File: src/rtl/bstrobe_pkg.sv
// Package: shared types for the bus strobe generator.
// Assumes: one context record is captured per machine cycle.
package bstrobe_pkg;

    // Per-cycle control context, captured at the start of each machine cycle
    typedef struct packed {
        logic ext_exec;
        logic xdata;
        logic xmove;
        logic latch_off;
    } cyc_ctx_t;

endpackage

File: src/rtl/bstrobe_timer.sv
// Module: machine-cycle clock counter.
// Counts clock offsets 0 .. CLKS_PER_CYCLE-1.
// Exposes the next offset, so that downstream registers line up with it.
// Assumes: reset parks the counter on the last offset, so the first active
// edge enters offset 0.
module bstrobe_timer #(
    parameter int unsigned CLKS_PER_CYCLE = 12,
    localparam int unsigned PW = $clog2(CLKS_PER_CYCLE)
) (
    input  logic          clk,
    input  logic          rst_n,
    output logic [PW-1:0] phase_nxt_o,
    output logic          wrap_nxt_o
);
    localparam logic [PW-1:0] LAST = PW'(CLKS_PER_CYCLE - 1);

    logic [PW-1:0] phase_q;

    // Next offset: wrap after the last clock of the cycle
    always_comb begin
        phase_nxt_o = (phase_q == LAST) ? '0 : phase_q + 1'b1;
        wrap_nxt_o  = (phase_q == LAST);
    end

    // Offset register, parked at the last offset during reset
    always_ff @(posedge clk) begin
        if (!rst_n) phase_q <= LAST;
        else        phase_q <= phase_nxt_o;
    end
endmodule

File: src/rtl/bstrobe_ctx.sv
// Module: per-cycle context capture.
// Latches the four control flags on the edge that starts a machine cycle.
// Holds them until the next cycle starts.
// Assumes: wrap_nxt_i is high exactly on the edge entering offset 0.
module bstrobe_ctx
    import bstrobe_pkg::*;
(
    input  logic     clk,
    input  logic     rst_n,
    input  logic     wrap_nxt_i,
    input  logic     ext_exec_i,
    input  logic     xdata_cyc_i,
    input  logic     xmove_inst_i,
    input  logic     latch_off_i,
    output cyc_ctx_t ctx_nxt_o
);
    cyc_ctx_t ctx_q;
    cyc_ctx_t ctx_in;

    // Pack the live inputs; select them only at a cycle boundary
    always_comb begin
        ctx_in.ext_exec  = ext_exec_i;
        ctx_in.xdata     = xdata_cyc_i;
        ctx_in.xmove     = xmove_inst_i;
        ctx_in.latch_off = latch_off_i;
        ctx_nxt_o        = wrap_nxt_i ? ctx_in : ctx_q;
    end

    // Context register, cleared by reset
    always_ff @(posedge clk) begin
        if (!rst_n) ctx_q <= '0;
        else        ctx_q <= ctx_nxt_o;
    end
endmodule

File: src/rtl/bstrobe_decode.sv
// Module: strobe decode and output registers.
// Two latch slots sit at fixed states. The second slot is dropped in
// external data cycles. A read window follows each slot.
// Outputs are registered from the next offset and context, so they change
// on the edge that enters each offset.
// Assumes: LATCH_STATE_A < LATCH_STATE_B and windows fit inside the cycle.
module bstrobe_decode
    import bstrobe_pkg::*;
#(
    parameter int unsigned CLKS_PER_STATE   = 2,
    parameter int unsigned STATES_PER_CYCLE = 6,
    parameter int unsigned LATCH_STATE_A    = 0,
    parameter int unsigned LATCH_STATE_B    = 3,
    parameter int unsigned READ_LOW_CLKS    = 3,
    localparam int unsigned CLKS_PER_CYCLE  = CLKS_PER_STATE * STATES_PER_CYCLE,
    localparam int unsigned PW              = $clog2(CLKS_PER_CYCLE)
) (
    input  logic          clk,
    input  logic          rst_n,
    input  logic [PW-1:0] phase_nxt_i,
    input  cyc_ctx_t      ctx_nxt_i,
    output logic          latch_o,
    output logic          rd_n_o
);
    localparam int unsigned NSLOT = 2;
    localparam int unsigned SLOT_POS [NSLOT] = '{LATCH_STATE_A * CLKS_PER_STATE,
                                                 LATCH_STATE_B * CLKS_PER_STATE};

    logic latch_nxt;
    logic rd_nxt;
    logic gate_open;
    logic fetch_ok;

    // Decide, for the coming offset, whether each strobe is active
    always_comb begin
        int unsigned ph;
        ph        = 32'(phase_nxt_i);
        gate_open = ctx_nxt_i.ext_exec | ~ctx_nxt_i.latch_off | ctx_nxt_i.xmove;
        fetch_ok  = ctx_nxt_i.ext_exec & ~ctx_nxt_i.xdata;
        latch_nxt = 1'b0;
        rd_nxt    = 1'b0;
        for (int s = 0; s < NSLOT; s++) begin
            if (ph == SLOT_POS[s] && gate_open && (s == 0 || !ctx_nxt_i.xdata))
                latch_nxt = 1'b1;
            if (ph > SLOT_POS[s] && ph <= SLOT_POS[s] + READ_LOW_CLKS && fetch_ok)
                rd_nxt = 1'b1;
        end
    end

    // Output registers with idle levels in reset
    always_ff @(posedge clk) begin
        if (!rst_n) begin
            latch_o <= 1'b0;
            rd_n_o  <= 1'b1;
        end else begin
            latch_o <= latch_nxt;
            rd_n_o  <= ~rd_nxt;
        end
    end
endmodule

File: src/rtl/bus_strobe_gen.sv
// Module: external bus strobe generator (top).
// Chains the cycle counter, the context capture and the strobe decode.
// Assumes: the control flags are stable around the edge that starts a cycle.
module bus_strobe_gen
    import bstrobe_pkg::*;
#(
    parameter int unsigned CLKS_PER_STATE   = 2,
    parameter int unsigned STATES_PER_CYCLE = 6,
    parameter int unsigned LATCH_STATE_A    = 0,
    parameter int unsigned LATCH_STATE_B    = 3,
    parameter int unsigned READ_LOW_CLKS    = 3
) (
    input  logic clk,
    input  logic rst_n,
    input  logic ext_exec_i,
    input  logic xdata_cyc_i,
    input  logic xmove_inst_i,
    input  logic latch_off_i,
    output logic addr_latch_o,
    output logic prog_rd_n_o
);
    localparam int unsigned CLKS_PER_CYCLE = CLKS_PER_STATE * STATES_PER_CYCLE;
    localparam int unsigned PW = $clog2(CLKS_PER_CYCLE);

    logic [PW-1:0] phase_nxt;
    logic          wrap_nxt;
    cyc_ctx_t      ctx_nxt;

    bstrobe_timer #(.CLKS_PER_CYCLE(CLKS_PER_CYCLE)) u_timer (
        .clk        (clk),
        .rst_n      (rst_n),
        .phase_nxt_o(phase_nxt),
        .wrap_nxt_o (wrap_nxt)
    );

    bstrobe_ctx u_ctx (
        .clk         (clk),
        .rst_n       (rst_n),
        .wrap_nxt_i  (wrap_nxt),
        .ext_exec_i  (ext_exec_i),
        .xdata_cyc_i (xdata_cyc_i),
        .xmove_inst_i(xmove_inst_i),
        .latch_off_i (latch_off_i),
        .ctx_nxt_o   (ctx_nxt)
    );

    bstrobe_decode #(
        .CLKS_PER_STATE  (CLKS_PER_STATE),
        .STATES_PER_CYCLE(STATES_PER_CYCLE),
        .LATCH_STATE_A   (LATCH_STATE_A),
        .LATCH_STATE_B   (LATCH_STATE_B),
        .READ_LOW_CLKS   (READ_LOW_CLKS)
    ) u_dec (
        .clk        (clk),
        .rst_n      (rst_n),
        .phase_nxt_i(phase_nxt),
        .ctx_nxt_i  (ctx_nxt),
        .latch_o    (addr_latch_o),
        .rd_n_o     (prog_rd_n_o)
    );
endmodule

File: config.mk
export PLATFORM = sky130hd
export DESIGN_NAME = bus_strobe_gen
export DESIGN_NICKNAME = d
export VERILOG_FILES = /design/src/rtl/bstrobe_pkg.sv /design/src/rtl/bstrobe_timer.sv /design/src/rtl/bstrobe_ctx.sv /design/src/rtl/bstrobe_decode.sv /design/src/rtl/bus_strobe_gen.sv
export SDC_FILE = /design/constraint.sdc
export NUM_CORES = 1
export LEC_CHECK = 0
export BUFFER_PORTS_ARGS = -buffer_cell sky130_fd_sc_hd__buf_2
export CAP_MARGIN = 30
export CORE_MARGIN = 2
export CORE_UTILIZATION = 25
export DETAILED_ROUTE_END_ITERATION = 8
export GPL_ROUTABILITY_DRIVEN = 1
export PLACE_DENSITY = 0.39
export SYNTH_ARGS = -nofsm -noshare
export SYNTH_HDL_FRONTEND = slang
export SYNTH_HIERARCHICAL = 1
export SYNTH_SLANG_ARGS = --single-unit
export TNS_END_PERCENT = 50
File: constraint.sdc
create_clock -name clk -period 4.3 [get_ports clk]
set_input_delay 1.29 -clock clk [delete_from_list [all_inputs] [get_ports clk]]
set_output_delay 1.29 -clock clk [all_outputs]
set_load 0.03 [all_outputs]
==> impl_results.md <==
* Routed WL at 889 um
* Storage cell area at 200.2 um2
* Critical Path AT at 750 ps
* Setup violators final at 0
* Register area share after synthesis at 44.20%
* Hold Path Class: reg -> reg
* Clock Pin Slew Worst Setup and Hold Paths at 70 ps
* Leak pwr at 0.2255 nW
* Yosys warning count at 6
* Final min period at 2043 ps
* EDFF count, synth at 0
* CTS Sinks at 10
* Vias at 356
* CTS resizes at 0
* CP Max Fanout at 1
* Primary FF master, synth: dfxtp_1
* Die footprint at 0.002168 mm2
* Final hold violations at 0
* Crit path cell chain: buf_2
* Clock skew at 5.897 ps
* CTS buffer count at 3
* Slew @ Worst Pin at 293.2 ps
* Fin worst setup slack at 2257 ps
* RR Endpoint: u_dec/rd_n_o$_SDFF_PN1_
* RD Place Congestion at 0.7666
* Final nets at 61
* Most common cell after layout, fill and taps aside: dfxtp_1
* Area of the multi-input gates at 252.7 um2
* Critical path's slowest cell: dfxtp_1
* Setup TNS at 0 ps
* Buffer depth of the longest clock path at 2
* DRT iter0 DRCs at 2
* Max-slew headroom at 80.37%
* Post-CTS setup buffer count at 0
* DRT Pass-1 Iters at 3
* Final Cycle Share at 47.50%
* Ys async rst share at 0%
* R2r setup slk at 2370 ps
* Die X at 46.57 um
* Filler instances at 183
* First-pass GRT wire length at 1.428 mm
* Ant. Diodes at 0
* Post-place setup slack at 1993 ps
* Unrepaired setup endpoints after global routing: no
* Worst min-delay path startpoint: u_timer/phase_q[0]$_SDFF_PN1_
* Commonest non-fill, non-tap cells in the layout: dfxtp_1, buf_2, and2_1
* Highest clock rate at 489.6 MHz
* GR Overflow Total at 0
* Core Util, Final at 32.53%
* CP delay by family, top: flip-flops
* Vias per cell at 4.564
* Share of cells above drive strength 1 at 33.96%
* Area delta synth->final at 22.65%
* Max stage delay on crit path at 300 ps
* Hold Path Stages at 1
* Maximum VDD drop at 0.2533 mV
* # hold bufs at CTS at 0
* Pwr dens at 502.5 mW/mm2
* CORE AREA at 0.001708 mm2
* Worst r2r src: u_timer/phase_q[0]$_SDFF_PN1_
* Syn nets at 49
* Initial Util at 26.52%
* MaxCap Viol Count at 0
* Post-synthesis cell count at 42
* DRT antenna net count at 0
* Outcome: completed
* Root buf cell: clkbuf_4
* Wire per inst at 11.40 um
* #FFs+latches synth at 10
* Max Slew Vio Count at 0
* DR DRC count at 0
* Largest net degree at the start of global routing at 11
* Vias in the first global route at 334
* Critical Path End Type: primary output
* CTS tree: yes
* Die H at 46.57 um
* Reg2reg path depth at 5
* Hpwl dp at 694.8 um
* GRT Util Overall at 9.721%
* Buf/Inv on CP at 1
* # IOs at 8
* Initial antenna violation count at 0
* H-Tree Depth at 1
* Startpoint types: flip-flop
* Synth Area per Inst at 10.78 um2
* Clk_lat worst skew at 270 ps
* Classification of the worst setup path: reg -> out
* Synth Cell Area at 452.9 um2
* Number of buffers added on ports at 7
* Data required, critical path at 3010 ps
* FP Rows at 15
* WP depth at 1
* Yosys cell types at 23
* Worst hold path endpoint: u_timer/phase_q[0]$_SDFF_PN1_
state kept, by name (all words and copies together), names as in the netlist:
signal / flops
u_ctx/ctx_q: 4
u_timer/phase_q: 4
u_dec/latch_o: 1
u_dec/rd_n_o: 1
cell usage after synthesis (2+ instances only):
cell / number / area share (%)
dfxtp_1: 10 / 44
and2_1: 5 / 6.9
and3b_2: 2 / 4.4
mux2_2: 3 / 7.5
nor2_1: 2 / 1.7
nand2b_1: 2 / 2.8
nor3b_1: 2 / 3.3
worst register-to-register path, stage by stage, from the launching register on:
cell and delay, ps:
dfxtp_1 400, ha_1 230, and3b_2 300, mux2_2 370, nand3b_1 160, a2111o_1 350
metal layers:
layer	global-route usage, %	vias to the layer above	wire length [um]
li1	-	176	-
met1	10.47	173	417
met2	16.39	7	429
met3	5.882	0	41
met4	1.714	0	0
met5	0	-	0
area by class of cell:
cell class | count | area share, %
clock buffers | 4 | 6.532
multi-input cells | 32 | 45.50
flip-flops and latches | 10 | 36.04
well taps | 25 | 5.631
repair buffers | 7 | 6.306
worst max-delay path by stage:
| stage | startpoint | end | slack (ps) |
|---|---|---|---|
| after CTS | u_dec/latch_o$_SDFF_PN0_ | addr_latch_o | 2240 |
| after detailed placement | xdata_cyc_i | u_dec/rd_n_o$_SDFF_PN1_ | 1990 |
| final | u_dec/latch_o$_SDFF_PN0_ | addr_latch_o | 2260 |
| after global routing | u_dec/rd_n_o$_SDFF_PN1_ | prog_rd_n_o | 2220 |
| after global placement | xdata_cyc_i | u_dec/rd_n_o$_SDFF_PN1_ | 2050 |
| after floorplan | xdata_cyc_i | u_dec/rd_n_o$_SDFF_PN1_ | 2160 |
per-stage QoR:
step	instance area, um2	power (mW)	instances	hold WS, ps
5_1_grt	555.5	0.3011	78	544.2
4_1_cts	555.5	0.2852	78	508.5
2_1_floorplan	452.9	0.1781	42	463.5
6_report	555.5	0.2792	78	509.8
3_3_place_gp	519.2	0.1937	74	494.1
3_5_place_dp	519.2	0.1977	74	491.4
cells by family after synthesis:
| logic type | after synthesis | synth area share [%] |
|---|---|---|
| AOI/OAI and AO/OA | 7 | 12.98 |
| adders and majority gates | 1 | 2.762 |
| DFF | 10 | 44.20 |
| muxes | 4 | 10.77 |
| and+or+nand+nor | 20 | 29.28 |
power breakdown:
part | leakage (nW) | internal [mW] | total [mW] | switching, mW
clock network | 0.0210 | 0.0514 | 0.0844 | 0.0329
registers | 0.0825 | 0.106 | 0.114 | 0.00778
logic | 0.122 | 0.0401 | 0.0806 | 0.0405
total | 0.226 | 0.198 | 0.279 | 0.0812
Power figures use the tool's default switching activity.
